==> src/rtl/sar_ctrl_pkg.sv <==
package sar_ctrl_pkg;

  typedef enum logic [1:0] {
    ST_IDLE  = 2'd0,
    ST_ARMED = 2'd1,
    ST_RUN   = 2'd2,
    ST_HOLD  = 2'd3
  } sar_state_e;

  // number of bits resolved for a given resolution select code
  function automatic int res_bits(input logic [1:0] sel, input int full,
                                  input int mid, input int low);
    case (sel)
      2'b01:   return mid;
      2'b10:   return low;
      default: return full;
    endcase
  endfunction

endpackage

==> src/rtl/sar_step_timer.sv <==
module sar_step_timer #(
  parameter int STEP_DIV = 4
) (
  input  logic clk,
  input  logic rst,
  input  logic run_i,
  input  logic inhibit_i,
  output logic tick_o,
  output logic conv_clk_o
);
  localparam int CW = (STEP_DIV > 2) ? $clog2(STEP_DIV) : 1;
  localparam logic [CW-1:0] LAST_C = CW'(STEP_DIV - 1);
  localparam logic [CW-1:0] HALF_C = CW'(STEP_DIV / 2);

  logic [CW-1:0] cnt_q;
  logic          clk_q;

  assign tick_o     = run_i && !inhibit_i && (cnt_q == '0);
  assign conv_clk_o = clk_q;

  always_ff @(posedge clk) begin
    if (rst) begin
      cnt_q <= '0;
      clk_q <= 1'b0;
    end else begin
      if (!run_i) begin
        cnt_q <= '0;
      end else if (!inhibit_i) begin
        cnt_q <= (cnt_q == LAST_C) ? '0 : cnt_q + 1'b1;
      end
      // rising edge only together with a step; high phase continues to HALF
      clk_q <= run_i && !inhibit_i &&
               ((cnt_q == '0) || (clk_q && (cnt_q < HALF_C)));
    end
  end
endmodule

==> src/rtl/sar_bit_reg.sv <==
module sar_bit_reg #(
  parameter int W  = 12,
  parameter int IW = 4
) (
  input  logic          clk,
  input  logic          rst,
  input  logic          clear_i,
  input  logic          tick_i,
  input  logic [IW-1:0] step_i,
  input  logic [IW-1:0] last_i,
  input  logic          cmp_i,
  output logic [W-1:0]  data_o,
  output logic          msb_n_o
);
  logic [W-1:0] data_q;
  logic [W-1:0] nxt;

  always_comb begin
    nxt = data_q;
    if (clear_i) begin
      nxt = '1;
    end else if (tick_i) begin
      if (step_i == '0) begin
        nxt        = '1;
        nxt[W-1]   = 1'b0;
      end else begin
        for (int b = 0; b < W; b++) begin
          if (b == W - int'(step_i))
            nxt[b] = cmp_i;
          if ((b == W - 1 - int'(step_i)) && (step_i != last_i))
            nxt[b] = 1'b0;
        end
      end
    end
  end

  always_ff @(posedge clk) begin
    if (rst) begin
      data_q  <= '1;
      msb_n_o <= 1'b0;
    end else begin
      data_q  <= nxt;
      msb_n_o <= ~nxt[W-1];
    end
  end

  assign data_o = data_q;
endmodule

==> src/rtl/sar_seq.sv <==
module sar_seq
  import sar_ctrl_pkg::*;
#(
  parameter int W          = 12,
  parameter int RES_MID    = 10,
  parameter int RES_LOW    = 8,
  parameter int STATUS_DLY = 1,
  parameter int IW         = 4
) (
  input  logic          clk,
  input  logic          rst,
  input  logic          start_i,
  input  logic          tick_i,
  input  logic [1:0]    sel_i,
  output logic          run_o,
  output logic          busy_o,
  output logic          clear_o,
  output logic [IW-1:0] step_o,
  output logic [IW-1:0] last_o
);
  localparam int DW = (STATUS_DLY > 1) ? $clog2(STATUS_DLY) : 1;
  localparam logic [DW-1:0] DLY_LAST = DW'(STATUS_DLY - 1);

  sar_state_e    state_q;
  logic          start_q;
  logic [DW-1:0] dly_q;
  logic          rise;

  assign rise    = start_i && !start_q;
  assign clear_o = (state_q == ST_IDLE) && rise;
  assign run_o   = (state_q == ST_RUN);

  always_ff @(posedge clk) begin
    if (rst) begin
      state_q <= ST_IDLE;
      start_q <= 1'b0;
      busy_o  <= 1'b0;
      step_o  <= '0;
      last_o  <= IW'(W);
      dly_q   <= '0;
    end else begin
      start_q <= start_i;
      case (state_q)
        ST_IDLE: begin
          if (rise) begin
            busy_o  <= 1'b1;
            last_o  <= IW'(res_bits(sel_i, W, RES_MID, RES_LOW));
            state_q <= ST_ARMED;
          end
        end
        ST_ARMED: begin
          if (!start_i) begin
            step_o  <= '0;
            state_q <= ST_RUN;
          end
        end
        ST_RUN: begin
          if (tick_i) begin
            if (step_o == last_o) begin
              dly_q   <= '0;
              state_q <= ST_HOLD;
            end else begin
              step_o <= step_o + 1'b1;
            end
          end
        end
        ST_HOLD: begin
          if (dly_q == DLY_LAST) begin
            busy_o  <= 1'b0;
            state_q <= ST_IDLE;
          end else begin
            dly_q <= dly_q + 1'b1;
          end
        end
        default: state_q <= ST_IDLE;
      endcase
    end
  end
endmodule

==> src/rtl/sar_conv_ctrl.sv <==
module sar_conv_ctrl #(
  parameter int W          = 12,
  parameter int RES_MID    = 10,
  parameter int RES_LOW    = 8,
  parameter int STEP_DIV   = 4,
  parameter int STATUS_DLY = 1
) (
  input  logic         clk,
  input  logic         rst,
  input  logic         conv_start_i,
  input  logic         clk_inhibit_i,
  input  logic [1:0]   short_sel_i,
  input  logic         cmp_i,
  output logic         busy_o,
  output logic [W-1:0] data_o,
  output logic         msb_n_o,
  output logic         conv_clk_o
);
  localparam int IW = $clog2(W + 1);

  logic          run;
  logic          tick;
  logic          clear;
  logic [IW-1:0] step;
  logic [IW-1:0] last;

  sar_seq #(
    .W(W), .RES_MID(RES_MID), .RES_LOW(RES_LOW),
    .STATUS_DLY(STATUS_DLY), .IW(IW)
  ) u_seq (
    .clk(clk), .rst(rst), .start_i(conv_start_i), .tick_i(tick),
    .sel_i(short_sel_i), .run_o(run), .busy_o(busy_o), .clear_o(clear),
    .step_o(step), .last_o(last)
  );

  sar_step_timer #(.STEP_DIV(STEP_DIV)) u_timer (
    .clk(clk), .rst(rst), .run_i(run), .inhibit_i(clk_inhibit_i),
    .tick_o(tick), .conv_clk_o(conv_clk_o)
  );

  sar_bit_reg #(.W(W), .IW(IW)) u_bits (
    .clk(clk), .rst(rst), .clear_i(clear), .tick_i(tick), .step_i(step),
    .last_i(last), .cmp_i(cmp_i), .data_o(data_o), .msb_n_o(msb_n_o)
  );
endmodule

==> config.mk <==
export PLATFORM = sky130hd
export DESIGN_NAME = sar_conv_ctrl
export DESIGN_NICKNAME = d
export VERILOG_FILES = /design/src/rtl/sar_ctrl_pkg.sv /design/src/rtl/sar_step_timer.sv /design/src/rtl/sar_bit_reg.sv /design/src/rtl/sar_seq.sv /design/src/rtl/sar_conv_ctrl.sv
export SDC_FILE = /design/constraint.sdc
export NUM_CORES = 1
export LEC_CHECK = 0
export ABC_CLOCK_PERIOD_IN_PS = 2670
export BUFFER_PORTS_ARGS = -buffer_cell sky130_fd_sc_hd__buf_4
export CORE_ASPECT_RATIO = 1.5
export CORE_MARGIN = 2
export CORE_UTILIZATION = 58
export CTS_CLUSTER_SIZE = 40
export DETAILED_ROUTE_END_ITERATION = 16
export PLACE_DENSITY = 0.79
export SYNTH_ARGS = -nofsm -noshare
export SYNTH_HDL_FRONTEND = slang
export SYNTH_SLANG_ARGS = --single-unit
==> constraint.sdc <==
create_clock -name clk -period 2.67 [get_ports clk]
set_input_delay 0.267 -clock clk [delete_from_list [all_inputs] [get_ports clk]]
set_output_delay 0.267 -clock clk [all_outputs]
set_load 0.01 [all_outputs]
### After elaboration in Yosys (flattened, before gate mapping)

Index checks and enable logic that the tools add are counted.

| cells by class | value |
|---|---|
| $add $sub $neg | 5 |
| order comparisons | 1 |
| equal/unequal tests | 36 |
| mux-type cells | 46 |
| bitwise logic cells | 2 |
| reductions and logical operators | 58 |

Operator list:

| cell | count |
|---|---|
| $eq A4 B32 Y1 const A | 8 |
| $eq A5 B32 Y1 const A | 8 |
| $eq A3 B32 Y1 const A | 4 |
| $eq A2 B32 Y1 const A | 2 |
| $logic_not A32 Y1 | 2 |
| $mux W12 | 3 |
| $reduce_bool A3 Y1 | 11 |
| $mux W1 | 29 |
| $reduce_and A2 Y1 | 12 |
| $logic_and A1 B1 Y1 | 18 |
| $mux W2 | 6 |
| $mux W4 | 3 |
| $ne A2 B2 Y1 const B | 5 |
| $sub A4 B4 Y5 const A | 2 |
| $eq A2 B2 Y1 const B | 4 |
| $pmux W2 S4 | 1 |
| $pmux W4 S2 | 1 |
| $pmux W3 S2 | 1 |
| $reduce_and A3 Y1 | 2 |
| $reduce_bool A2 Y1 | 3 |
| $reduce_and A5 Y1 | 1 |
| $add A4 B1 Y4 const B | 1 |
| $eq A2 B1 Y1 const B | 2 |
| $eq A4 B4 Y1 | 1 |
| 13 further kinds | 18 |

| storage, ports and cells | value |
|---|---|
| flip-flop bits (word level) | 29 |
| bits of input ports | 7 |
| output and inout port bits | 15 |
| word-level logic and storage cells | 169 |

### Longest topological paths before layout

| depth | value |
|---|---|
| depth in word-level cells | 8 |
| gate-level depth with buffers | 8 |
| depth with buffers taken out | 6 |

### Cells and area by module

Synthesis repeated with hierarchy kept, for this count alone.

| second synthesis, totals | value |
|---|---|
| cells, all modules | 196 |
| area total of the unflattened synthesis | 1629.1 um^2 |

By module, submodules not included:

| module | times used | cells an instance | area each (um^2) | seq. area each (um^2) |
|---|---|---|---|---|
| sar_bit_reg | 1 | 100 | 820.8 | 260.2 |
| sar_seq | 1 | 78 | 655.6 | 200.2 |
| sar_step_timer | 1 | 18 | 152.6 | 60.1 |

### Worst setup path after synthesis

OpenSTA, ideal clock, no wires.

| timing | value |
|---|---|
| path type | reg2reg |
| start | register u_seq.step_o[0] |
| end | register u_bits.data_q[4], in the netlist u_bits.data_o[4] |
| library setup time | 0.072 ns |
| arrival time | 2.081 ns |
| data required time | 2.598 ns |
| path slack | 0.518 ns |
| stages on the path, launching flop included | 8 |
| buffers on the path | 1 |
| period minus slack after synthesis | 2.152 ns |
| cells stage by stage | dfxtp_1 buf_2 inv_1 ha_1 o311a_1 or4_1 a21oi_1 mux2i_1 |

| on the way | value |
|---|---|
| cells in the longest elaborated chain, start to end | 5 |
| elaborated cells on any way between the ends | 11 |
| classes of those cells | add/sub (2); eq/ne (3); mux (2); reduce/logical (4) |

RTL lines:

| what | line | text |
|---|---|---|
| start: declaration | sar_seq.sv:18 | `output logic [IW-1:0] step_o,` |
| start signal: assignment | sar_seq.sv:63 | `step_o <= step_o + 1'b1;` |
| $sub A4 B4 Y5 | sar_bit_reg.sv:30 | `if ((b == W - 1 - int'(step_i)) && (step_i != last_i))` |
| $eq A4 B32 Y1 | sar_bit_reg.sv:30 |  |
| $logic_and A1 B1 Y1 | sar_bit_reg.sv:30 |  |
| $reduce_bool A3 Y1 (no source line) or $mux W1 (tied branches) | n/a |  |
| $reduce_and A2 Y1 (no source line) or $mux W12 (tied branches) | n/a |  |
| end signal: assignment | sar_bit_reg.sv:42 | `data_q <= nxt;` |
| end: declaration | sar_bit_reg.sv:15 | `logic [W-1:0] data_q;` |

Parallel ways exist; a longest one is shown, timed or not.
A chain may end at the register's enable or synchronous reset.

### Worst setup path in the final report

| timing | value |
|---|---|
| start | register u_seq.step_o[1] |
| end | register u_bits.data_q[11], in the netlist u_bits.data_o[11] |

| on the way | value |
|---|---|
| cells in the longest elaborated chain, start to end | 7 |
| elaborated cells on any way between the ends | 12 |
| classes of those cells | add/sub (2); eq/ne (3); mux (5); reduce/logical (2) |

RTL lines:

| what | line | text |
|---|---|---|
| $sub A4 B4 Y5, on equally long branches | sar_bit_reg.sv:28, sar_bit_reg.sv:30 |  |
| $eq A5 B32 Y1, on equally long branches | sar_bit_reg.sv:28, sar_bit_reg.sv:30 |  |
| $mux W1 or $logic_and A1 B1 Y1 (tied branches) | sar_bit_reg.sv:28, sar_bit_reg.sv:30 |  |
| $mux W1 | sar_bit_reg.sv:30 |  |
| $mux W12 (*) | sar_bit_reg.sv:23 | `if (step_i == '0) begin` |
| $mux W12 (*) | sar_bit_reg.sv:22 | `end else if (tick_i) begin` |
| $mux W12 (*) | sar_bit_reg.sv:20 | `if (clear_i) begin` |

Mark *: on every way between the ends. The rest lies on a longest branch, timed or not.

==> results.txt <==
----------------------------------------------------
[Clocking]
  Depth of the CTS H-tree ... 1
  Hold-fix buffers at CTS ... 0
  Clock buffer count from CTS ... 3
  Reg clk slew, reported paths ... 0.10 ns
  Number of setup buffers added after CTS ... 0
  # resized after CTS ... 0
  Latest clock arrival within the worst-skew pair ... 0.28 ns
  Maximum buffer depth of the clock tree ... 2
  Cell at the root of the clock tree ... sky130_fd_sc_hd__clkbuf_8
  TritonCTS clock tree ... yes
  TritonCTS Sinks ... 26

[Hold path]
  Classification of the worst-slack hold path ... input port to flop

[Detailed routing]
  Total wirelength of the detailed-routed design ... 4370 um
  Vias per Instance ... 6.17
  DRC ... 0
  Routed len/inst ... 15.0 um
  Total via count after detailed routing ... 1802
  Count of TritonRoute iterations in the first routing pass ... 4
  Antenna-violating nets left ... 0
  Iteration-0 DRC Markers ... 45

[Setup path]
  Kind of cell with the highest combined delay on the critical path ... simple AND/OR/NAND/NOR gates
  Slack of the worst reg-to-reg path ... 0.54 ns
  Crit end category ... flop
  Crit-path slowest cell ... sky130_fd_sc_hd__dfxtp_1
  Maximum fanout count along the critical path ... 20
  Critical Path, Cell by Cell ... inv_1, ha_1, buf_4, nand2b_1, nor2_1, nand2_1, a311o_1
  Arrival time of data at the critical path endpoint ... 2.31 ns
  Worst path buffer plus inverter count ... 2
  Kind of critical path ... flop to flop
  Peak per-stage delay on the critical path ... 0.42 ns
  Critical Path RT ... 2.84 ns
  Critical path launch point type ... flop

[Logic synthesis]
  Share of the synthesized area in the top cell type ... 0.270
  Synth async-reset ratio ... 0
  Avg Inst Size Synth ... 8.18 sq um
  Biggest area contributors in the synthesized netlist ... sky130_fd_sc_hd__dfxtp_1 27%, sky130_fd_sc_hd__ha_1 8.4%, sky130_fd_sc_hd__mux2i_1 5.7%
  Top_reg_cell synth ... sky130_fd_sc_hd__dfxtp_1
  Post-synth EDFFs ... 0
  Synth warn ... 0
  Synthesized netlist cell count ... 236
  Dominant cell type by area after synthesis ... sky130_fd_sc_hd__dfxtp_1
  Mapped cell area ... 0.00193 sq mm
  Fraction of the yosys area taken by sequential cells ... 0.270
  Number of flip-flops and latches in the synthesized netlist ... 26
  Count of different cell masters after synthesis ... 54
  Mapped Nets ... 256

[Floorplanning]
  Die extent in y ... 74.7 um
  Number of placement rows ... 25
  Core area ... 0.00316 sq mm
  Starting density of the core ... 0.611
  Overall die width ... 51.1 um
  Die Footprint ... 0.00382 sq mm
  Io pins ... 22

[STA]
  Actual slew at the worst max-slew pin ... 0.555 ns
  Peak Freq ... 468 MHz
  Post-route setup slack ... 0.535 ns
  Final worst path period need ... 2.13 ns
  Share of the cycle needed by the critical path after routing ... 0.800
  Setup repair after global routing missed its margin ... no
  Clk_skew ... 0.00427 ns
  Hold Vio Cnt, Final ... 0
  Number of setup violations in the final report ... 0
  Number of max-slew violations in the final report ... 0
  Aggregate negative setup slack ... 0 ns
  Worst max-slew margin expressed relative to the limit ... 0.630

[Job]
  Count of maximum capacitance violations ... 0

[Placement]
  Port buffer count ... 21
  Sum of net half-perimeters after detailed placement ... 3210 um
  Area of placed instances ... 0.00212 sq mm
  Final estimated routing congestion in global placement ... 0.855
  Pre-CTS WS ... 0.540 ns

[Layout]
  Area added between synthesis and finish ... 12.6%
  Commonest non-fill, non-tap cell in the layout ... sky130_fd_sc_hd__buf_4
  Number of diodes ... 0
  Final Net Count ... 273
  Final Cell Area ... 0.00217 sq mm
  Filler cell count in the final layout ... 276
  Ratio of cells with drive above 1 in the final layout ... 0.163
  Top library cells by usage in the layout, fill and taps aside ... 30 x sky130_fd_sc_hd__buf_4, 26 x sky130_fd_sc_hd__dfxtp_1, 18 x sky130_fd_sc_hd__nor2_1, 15 x sky130_fd_sc_hd__a21oi_1

[Global route]
  Number of antenna violations at the first check in global routing ... 0
  Via count of the first global-routing pass ... 1637
  Global route total overflow ... 0
  GR Util All Layers ... 0.242
  Maximum number of pins on one net before global-route repair ... 25
  First-pass GRT wire length ... 7120 um

[Power and ir drop]
  Clk network pwr share ... 0.241
  Areal power density over the cells ... 511 mW/mm^2
  Internal power ... 0.716 mW
  Peak supply drop ... 0.504 mV
  Seq pwr share ... 0.400
  Leak ... 0.902 nW
  Switching share of power ... 0.355
  Combinational fraction of design power ... 0.358
  Switching Power ... 0.394 mW
  Post-route total power ... 1.11 mW

[Outcome]
  Status ... finished clean

----------------------------------------------------
-- layout make-up --
cell class,instances,area [sq um],share of cell area
Clock buffer,4,55.1,0.0253
Multi-Input combinational cell,179,1270,0.586
Inverter,13,48.8,0.0225
Sequential cell,26,520,0.239
Tap cell,40,50.0,0.0230
Timing Repair Buffer,30,225,0.104
-- sequential cells by signal, summed over array words and instances, names as in the netlist --
name,count
u_seq.start_q,1
u_bits.data_o,12
u_seq.state_q,2
u_seq.last_o,2
u_timer.cnt_q,2
u_bits.msb_n_o,1
u_seq.busy_o,1
u_seq.step_o,4
u_timer.conv_clk_o,1
-- cells by family after synthesis --
kind of cell / share of synthesized area
adders and majority gates: 0.0843
DFF: 0.270
muxes: 0.0570
AOI/OAI and AO/OA: 0.281
and+or+nand+nor: 0.229
xor gates and xnor gates: 0.00907
buffers and inverters: 0.0706
-- cells in the mapped netlist, types with 3 or more instances --
cell,number
sky130_fd_sc_hd__inv_1,13
sky130_fd_sc_hd__nor2b_1,5
sky130_fd_sc_hd__buf_2,7
sky130_fd_sc_hd__clkbuf_1,9
sky130_fd_sc_hd__a21oi_1,15
sky130_fd_sc_hd__nand4_1,3
sky130_fd_sc_hd__nand3b_1,5
sky130_fd_sc_hd__o21ai_0,10
sky130_fd_sc_hd__mux2i_1,11
sky130_fd_sc_hd__nand2_1,13
sky130_fd_sc_hd__ha_1,13
sky130_fd_sc_hd__a311oi_1,4
sky130_fd_sc_hd__a2111oi_0,3
sky130_fd_sc_hd__a221oi_1,3
sky130_fd_sc_hd__nand2b_1,5
sky130_fd_sc_hd__nor2_1,18
sky130_fd_sc_hd__a21o_1,6
sky130_fd_sc_hd__a211oi_1,8
sky130_fd_sc_hd__dfxtp_1,26
sky130_fd_sc_hd__a31oi_1,3
sky130_fd_sc_hd__nor3_1,7
sky130_fd_sc_hd__nand3_1,4
sky130_fd_sc_hd__a211o_1,4
-- worst register-to-register path: stages (launching register included) --
cell                       delay [ns]
sky130_fd_sc_hd__dfxtp_1         0.42
sky130_fd_sc_hd__inv_1           0.14
sky130_fd_sc_hd__ha_1            0.23
sky130_fd_sc_hd__buf_4           0.24
sky130_fd_sc_hd__nand2b_1        0.19
sky130_fd_sc_hd__nor2_1          0.32
sky130_fd_sc_hd__nand2_1         0.16
sky130_fd_sc_hd__a311o_1         0.33
-- power by group through the flow --
stage / sequential, mW / combinational, mW / clock (mW)
2_1_floorplan: 0.453 / 0.297 / 0
3_3_place_gp: 0.452 / 0.387 / 0
6_report: 0.444 / 0.398 / 0.268
3_5_place_dp: 0.453 / 0.396 / 0
5_1_grt: 0.449 / 0.441 / 0.289
4_1_cts: 0.444 / 0.398 / 0.275
-- path summary, 6_finish.rpt --
path                                start                             to  depth (start not counted)
max          u_seq.step_o[1]$_SDFFE_PP0P_   u_bits.data_o[11]$_SDFF_PP1_                          7
min                         clk_inhibit_i  u_timer.conv_clk_o$_SDFF_PP0_                          2
max reg2reg  u_seq.step_o[1]$_SDFFE_PP0P_   u_bits.data_o[11]$_SDFF_PP1_                          7
min reg2reg  u_bits.data_o[11]$_SDFF_PP1_      u_bits.msb_n_o$_SDFF_PP0_                          1
-- stage by stage --
step / utilization / cells / hold WS (ns)
6_report: 0.688 / 292 / 0.201
5_1_grt: 0.688 / 292 / 0.207
4_1_cts: 0.688 / 292 / 0.198
3_5_place_dp: 0.670 / 288 / 0.492
3_3_place_gp: 0.670 / 288 / 0.488
2_1_floorplan: - / 236 / 0.346
-- per-layer routing --
layer	wire, um	global-route usage	vias up	share of wire
met3	108	0.0198	8	0.025
met2	2410	0.469	35	0.55
met1	1770	0.260	847	0.41
met5	0	0	-	0
met4	82	0.114	0	0.019
li1	-	-	912	-
No activity file was read; power rests on OpenSTA's default activity.
